[config.mk]
export PLATFORM = sky130hd
export DESIGN_NAME = lftimer
export DESIGN_NICKNAME = d
export VERILOG_FILES = /design/src/rtl/lft_pkg.sv /design/src/rtl/lft_regs.sv /design/src/rtl/lft_counter.sv /design/src/rtl/lft_irq.sv /design/src/rtl/lftimer.sv
export SDC_FILE = /design/constraint.sdc
export NUM_CORES = 1
export LEC_CHECK = 0
export ABC_AREA = 1
export BUFFER_PORTS_ARGS = -buffer_cell sky130_fd_sc_hd__buf_2
export CORE_MARGIN = 4
export CORE_UTILIZATION = 40
export DETAILED_ROUTE_END_ITERATION = 6
export PLACE_DENSITY = 0.68
export SKIP_CTS_REPAIR_TIMING = 1
export SLEW_MARGIN = 30
export SYNTH_ARGS = -nofsm -noshare
export SYNTH_HDL_FRONTEND = slang
export SYNTH_SLANG_ARGS = --single-unit
[constraint.sdc]
create_clock -name clk -period 2 [get_ports clk]
set_clock_uncertainty 0.1 [all_clocks]
set_input_delay 0.4 -clock clk [delete_from_list [all_inputs] [get_ports clk]]
set_output_delay 0.4 -clock clk [all_outputs]
set_load 0.005 [all_outputs]
[src/rtl/lft_pkg.sv]
package lft_pkg;
  localparam int unsigned ADDR_W = 3;

  typedef enum logic [ADDR_W-1:0] {
    REG_RELOAD = 3'd0,
    REG_CTRL   = 3'd1,
    REG_COUNT  = 3'd2,
    REG_STATUS = 3'd3,
    REG_ACK    = 3'd4
  } reg_sel_e;

  typedef struct packed {
    logic mask;
    logic periodic;
    logic run;
  } ctrl_t;

  localparam int unsigned CTRL_W = $bits(ctrl_t);
endpackage

[src/rtl/lft_regs.sv]
module lft_regs
  import lft_pkg::*;
#(
  parameter int unsigned CNT_W = 32
) (
  input  logic              clk,
  input  logic              rst_n,
  input  logic              wr_en,
  input  logic              rd_en,
  input  logic [ADDR_W-1:0] addr,
  input  logic [CNT_W-1:0]  wdata,
  input  logic [CNT_W-1:0]  count,
  input  logic              status,
  output logic [CNT_W-1:0]  reload,
  output ctrl_t             ctrl,
  output logic              start,
  output logic              ack_rd,
  output logic [CNT_W-1:0]  rdata
);
  reg_sel_e         sel;
  logic [CNT_W-1:0] reload_d, reload_q;
  ctrl_t            ctrl_d, ctrl_q;

  assign sel = reg_sel_e'(addr);

  always_comb begin
    reload_d = reload_q;
    ctrl_d   = ctrl_q;
    if (wr_en) begin
      case (sel)
        REG_RELOAD: reload_d = wdata;
        REG_CTRL:   ctrl_d   = ctrl_t'(wdata[CTRL_W-1:0]);
        default:    ;
      endcase
    end
  end

  always_ff @(posedge clk or negedge rst_n) begin
    if (!rst_n) begin
      reload_q <= '0;
      ctrl_q   <= '0;
    end else begin
      reload_q <= reload_d;
      ctrl_q   <= ctrl_d;
    end
  end

  assign start  = wr_en && (sel == REG_CTRL) && wdata[0] && !ctrl_q.run;
  assign ack_rd = rd_en && (sel == REG_ACK);
  assign reload = reload_q;
  assign ctrl   = ctrl_q;

  always_comb begin
    rdata = '0;
    if (rd_en) begin
      case (sel)
        REG_RELOAD: rdata = reload_q;
        REG_CTRL:   rdata = {{(CNT_W-CTRL_W){1'b0}}, ctrl_q};
        REG_COUNT:  rdata = count;
        REG_STATUS: rdata = {{(CNT_W-1){1'b0}}, status};
        default:    rdata = '0;
      endcase
    end
  end

  a_r2_ctrl_write: assert property (@(posedge clk) disable iff (!rst_n)
    wr_en && sel == REG_CTRL |=> ctrl_q == $past(wdata[CTRL_W-1:0]));
  a_r8_ro_ignored: assert property (@(posedge clk) disable iff (!rst_n)
    wr_en && sel != REG_RELOAD && sel != REG_CTRL |=> $stable(reload_q) && $stable(ctrl_q));
endmodule

[src/rtl/lft_counter.sv]
module lft_counter #(
  parameter int unsigned CNT_W = 32
) (
  input  logic             clk,
  input  logic             rst_n,
  input  logic             tick_en,
  input  logic             run,
  input  logic             periodic,
  input  logic             start,
  input  logic [CNT_W-1:0] reload,
  output logic [CNT_W-1:0] count,
  output logic             expire
);
  logic [CNT_W-1:0] cnt_d, cnt_q;
  logic             step;

  assign step   = run && tick_en && !start;
  assign expire = step && (cnt_q == '0);

  always_comb begin
    cnt_d = cnt_q;
    if (start) begin
      cnt_d = reload;
    end else if (step) begin
      if (cnt_q == '0 && periodic) cnt_d = reload;
      else                         cnt_d = cnt_q - CNT_W'(1);
    end
  end

  always_ff @(posedge clk or negedge rst_n) begin
    if (!rst_n) cnt_q <= '0;
    else        cnt_q <= cnt_d;
  end

  assign count = cnt_q;

  a_r3_start_load: assert property (@(posedge clk) disable iff (!rst_n)
    start |=> cnt_q == $past(reload));
  a_r4_hold: assert property (@(posedge clk) disable iff (!rst_n)
    !start && !(run && tick_en) |=> $stable(cnt_q));
  a_r4_decrement: assert property (@(posedge clk) disable iff (!rst_n)
    !start && run && tick_en && cnt_q != '0 |=> cnt_q == $past(cnt_q) - CNT_W'(1));
  a_r5_wrap: assert property (@(posedge clk) disable iff (!rst_n)
    expire && !periodic |=> &cnt_q);
  a_r6_reload: assert property (@(posedge clk) disable iff (!rst_n)
    expire && periodic |=> cnt_q == $past(reload));
endmodule

[src/rtl/lft_irq.sv]
module lft_irq (
  input  logic clk,
  input  logic rst_n,
  input  logic expire,
  input  logic ack_rd,
  input  logic mask,
  output logic irq,
  output logic pend
);
  logic flag_d, flag_q;

  always_comb begin
    flag_d = flag_q;
    if (expire)      flag_d = 1'b1;
    else if (ack_rd) flag_d = 1'b0;
  end

  always_ff @(posedge clk or negedge rst_n) begin
    if (!rst_n) flag_q <= 1'b0;
    else        flag_q <= flag_d;
  end

  assign pend = flag_q && !mask;
  assign irq  = pend;

  a_r5_flag_set: assert property (@(posedge clk) disable iff (!rst_n)
    expire |=> flag_q);
  a_r8_ack_clears: assert property (@(posedge clk) disable iff (!rst_n)
    ack_rd && !expire |=> !flag_q);
  a_r7_flag_kept: assert property (@(posedge clk) disable iff (!rst_n)
    flag_q && !ack_rd |=> flag_q);
  a_r9_event_wins: assert property (@(posedge clk) disable iff (!rst_n)
    expire && ack_rd |=> flag_q);
endmodule

[src/rtl/lftimer.sv]
module lftimer
  import lft_pkg::*;
#(
  parameter int unsigned CNT_W = 32
) (
  input  logic              clk,
  input  logic              rst_n,
  input  logic              tick_en,
  input  logic              wr_en,
  input  logic              rd_en,
  input  logic [ADDR_W-1:0] addr,
  input  logic [CNT_W-1:0]  wdata,
  output logic [CNT_W-1:0]  rdata,
  output logic              irq
);
  logic [1:0]       rst_sync;
  logic             rst_int_n;
  logic [CNT_W-1:0] count, reload;
  ctrl_t            ctrl;
  logic             start, ack_rd, expire, pend;

  always_ff @(posedge clk or negedge rst_n) begin
    if (!rst_n) rst_sync <= 2'b00;
    else        rst_sync <= {rst_sync[0], 1'b1};
  end
  assign rst_int_n = rst_sync[1];

  lft_regs #(.CNT_W(CNT_W)) u_regs (
    .clk(clk), .rst_n(rst_int_n), .wr_en(wr_en), .rd_en(rd_en), .addr(addr),
    .wdata(wdata), .count(count), .status(pend), .reload(reload), .ctrl(ctrl),
    .start(start), .ack_rd(ack_rd), .rdata(rdata)
  );

  lft_counter #(.CNT_W(CNT_W)) u_counter (
    .clk(clk), .rst_n(rst_int_n), .tick_en(tick_en), .run(ctrl.run),
    .periodic(ctrl.periodic), .start(start), .reload(reload), .count(count),
    .expire(expire)
  );

  lft_irq u_irq (
    .clk(clk), .rst_n(rst_int_n), .expire(expire), .ack_rd(ack_rd),
    .mask(ctrl.mask), .irq(irq), .pend(pend)
  );

  a_r7_masked_quiet: assert property (@(posedge clk) disable iff (!rst_int_n)
    ctrl.mask |-> !irq);
  a_r1_stopped_after_reset: assert property (@(posedge clk)
    $rose(rst_int_n) |-> !ctrl.run && !irq);
endmodule

==> results.md <==
* All-layer global routing usage at 20.87%
* Synthesized area per cell at 6.571 um2
* HPWL after DPL at 9.930 mm
* Final Critical Period at 1960 ps
* Largest net degree at the start of global routing at 69
* Setup-failing EPs final at 0
* Smallest setup slack after layout at 40.02 ps
* Worst Setup SP: u_counter.count[0]
* Unrepaired setup endpoints after global routing: true
* RR Endpoint: u_counter.count[17]
* Port buffer count at 72
* DR iter-0 viols at 328
* M1 WL at 6.302 mm
* Core Footprint at 10940 um2
* #FFs+latches synth at 70
* DIE AREA at 13000 um2
* Antenna violations before repair at 0
* Area growth syn-to-layout at 29.43%
* Top_reg_cell synth: dfrtp_1
* Hold Crit Class: register to asynchronous set/reset pin
* Synth warn at 0
* Data required, critical path at 2120 ps
* Starting Density at 41.10%
* Critical Path End Type: register
* Outcome: finished clean
* Post-synth EDFFs at 0
* Clk sinks at 70
* DRC Markers at 0
* CTS tree: yes
* Static Leakage at around 3.1 nW
* Pwr dens at 1242 nW/um2
* Max Clock Freq at 510.2 MHz
* Reg2reg path depth at 12
* WS Path Type: register to register
* Row count at 38
* Worst-Skew Late Latency at 330 ps
* Worst hold slack at ~190 ps
* Placer congestion estimate at approximately 0.9
* CTS Buf Count at 9
* Biggest area consumer among synthesized cells: dfrtp_1
* Share of the synthesized area in the top cell type at 38.98%
* Final hold vios at 0
* Antenna-violating nets left at 0
* Ratio of cells with drive above 1 in the final layout at ~22%
* Tot Pwr at around 7.2 mW
* Max VDD drop at slightly below 0.5 mV
* R2r startpoint: u_counter.count[0]
* Sequential share of the synthesized area at 38.98%
* Met3 wire length at 775 um
* Cell Area, Synth at roughly 4500 um2
* Per-cell routed wire length at 14.69 um
* Mapped Cells at 684
* Slew Viols, Final at 0
* # fillers at 1096
* Vias in the first global route at 4638
* Top-Level Pins at between 70 and 80
* Number of H-tree levels at 3
* Crit start category: register
* Top post-synthesis cells by area: dfrtp_1 39%, nand2_1 18%, nor2_1 7.6%
* CP max FO at 7
* DP Worst Slack at 7.889 ps
* Final net count at 837
* Via/cell ratio at ~5.1
* Met2 routed WL at ~6.5 mm
* Global-route wire length before repair at between 20 and 25 mm
* Distinct cells, synth at 32
* Deepest clock path buffer count at 2
* Period utilization at 98.00%
* Via count at roughly 4.8k
* Clk pin slew, worst setup/hold paths at 60 ps
* Die Width at 114 um
* Global route overflow at 0
* Worst setup path end: u_counter.count[17]
* Arr. time, crit path at 2080 ps
* Flop-to-flop setup slack at 40 ps
* Clock tree root buffer cell: clkbuf_16
* Fraction of registers with async set/reset at 100.0%
* Syn nets at ~730
* Total Wirelength at about 14 mm
* Die H at 114 um
* Top sig layer: met4
* Pre-Repair DR Iteration Count at 5
* Max_cap viols at 0
* Diodes inserted at 0
==> cell usage after synthesis, drive strengths merged (3+ instances only) <==
cell	n
xor2	10
nand4	16
o21ai	25
dfrtp	70
nand2	215
xnor2	3
nand3	66
nor2	97
clkbuf	18
inv	82
buf	12
a21oi	60
==> through the flow <==
| stage | util, % | std cells | TNS (ps) | area (um2) |
|---|---|---|---|---|
| 3_3_place_gp | 48.63 | 916 | 0 | 5318 |
| 2_1_floorplan | - | 684 | 0 | 4496 |
| 3_5_place_dp | 48.63 | 916 | 0 | 5318 |
| 5_1_grt | 53.19 | 941 | -276.4 | 5817 |
| 4_1_cts | 51.12 | 932 | -2.524 | 5590 |
| 6_report | 53.19 | 941 | 0 | 5817 |
==> cells in the final DEF, fill, tap and decap left out, drive strengths merged <==
master,instances
nor3,1
nand3b,1
conb,1
buf,125
clkinv,1
nand4,16
dfrtp,70
or2,1
a21oi,60
o22ai,1
nand3,66
xor2,10
inv,82
o221ai,1
o21ai,25
a221oi,1
o21bai,1
xnor2,3
clkbuf,17
ha,1
dlygate4sd3,1
nor2,97
nand2,218
o21a,1
==> metal layers <==
| metal | track usage (%) | vias to the layer above |
|---|---|---|
| li1 | - | 2398 |
| met3 | 3.183 | 20 |
| met5 | 0 | - |
| met2 | 33.72 | 149 |
| met4 | 6.809 | 0 |
| met1 | 28.71 | 2198 |
==> state kept, by name, indices dropped and copies added, names as in the netlist <==
register	flops
u_counter.count	32
rst_sync	2
u_irq.flag_q	1
u_regs.reload	32
u_regs.ctrl	3
==> final cells by class <==
| cell class | count | area [um2] | share of cell area, % |
|---|---|---|---|
| Sequential cell | 70 | 1755 | 30.18 |
| Multi-Input combinational cell | 505 | 2405 | 41.34 |
| Timing Repair Buffer | 128 | 900.9 | 15.49 |
| Inverter | 82 | 307.8 | 5.291 |
| Tap cell | 140 | 175.2 | 3.011 |
| Clock inverter | 1 | 5.005 | 0.08604 |
| Clock buffer | 15 | 267.8 | 4.603 |
==> report_power, final <==
group	leakage [nW]	internal [mW]	switching, mW
Combinational	2.12	1.40	2.12
Clock	0.134	0.907	0.577
Sequential	0.834	1.84	0.378
==> worst max-delay path, stage by stage, from the launching register on <==
cell     delay (ps)
dfrtp_1         400
inv_2            70
ha_2            200
nand2_4          80
nor2_8          130
nand2_4          60
nor2_4          120
nand3_4         110
buf_12          180
nand2_4         160
nand2_1          80
nand3_1          80
nand2_1          50
==> cell families (layout without fill, tap and decap cells) <==
family | count (synthesis) | count (layout) | synth area share [%]
adders and majority gates | 1 | 1 | 0.2784
AOI/OAI and AO/OA | 90 | 90 | 10.33
xor gates and xnor gates | 13 | 13 | 2.533
other | 1 | 1 | 0.08344
DFF | 70 | 70 | 38.98
buffers and inverters | 112 | 226 | 10.11
and+or+nand+nor | 397 | 400 | 37.70
==> how the worst min path moves through the flow <==
stage | from | endpoint | slack (ps) | depth (start not counted)
after global placement | rst_n | rst_sync[0] | 90 | 1
after floorplan | rst_n | rst_sync[0] | 4 | 0
final | rst_sync[1] | u_regs.reload[19] | 190 | 1
after detailed placement | rst_n | rst_sync[0] | 90 | 1
after global routing | wdata[12] | u_regs.reload[12] | 220 | 3
after CTS | rst_n | rst_sync[0] | -270 | 1
No activity file was read; power rests on OpenSTA's default activity.
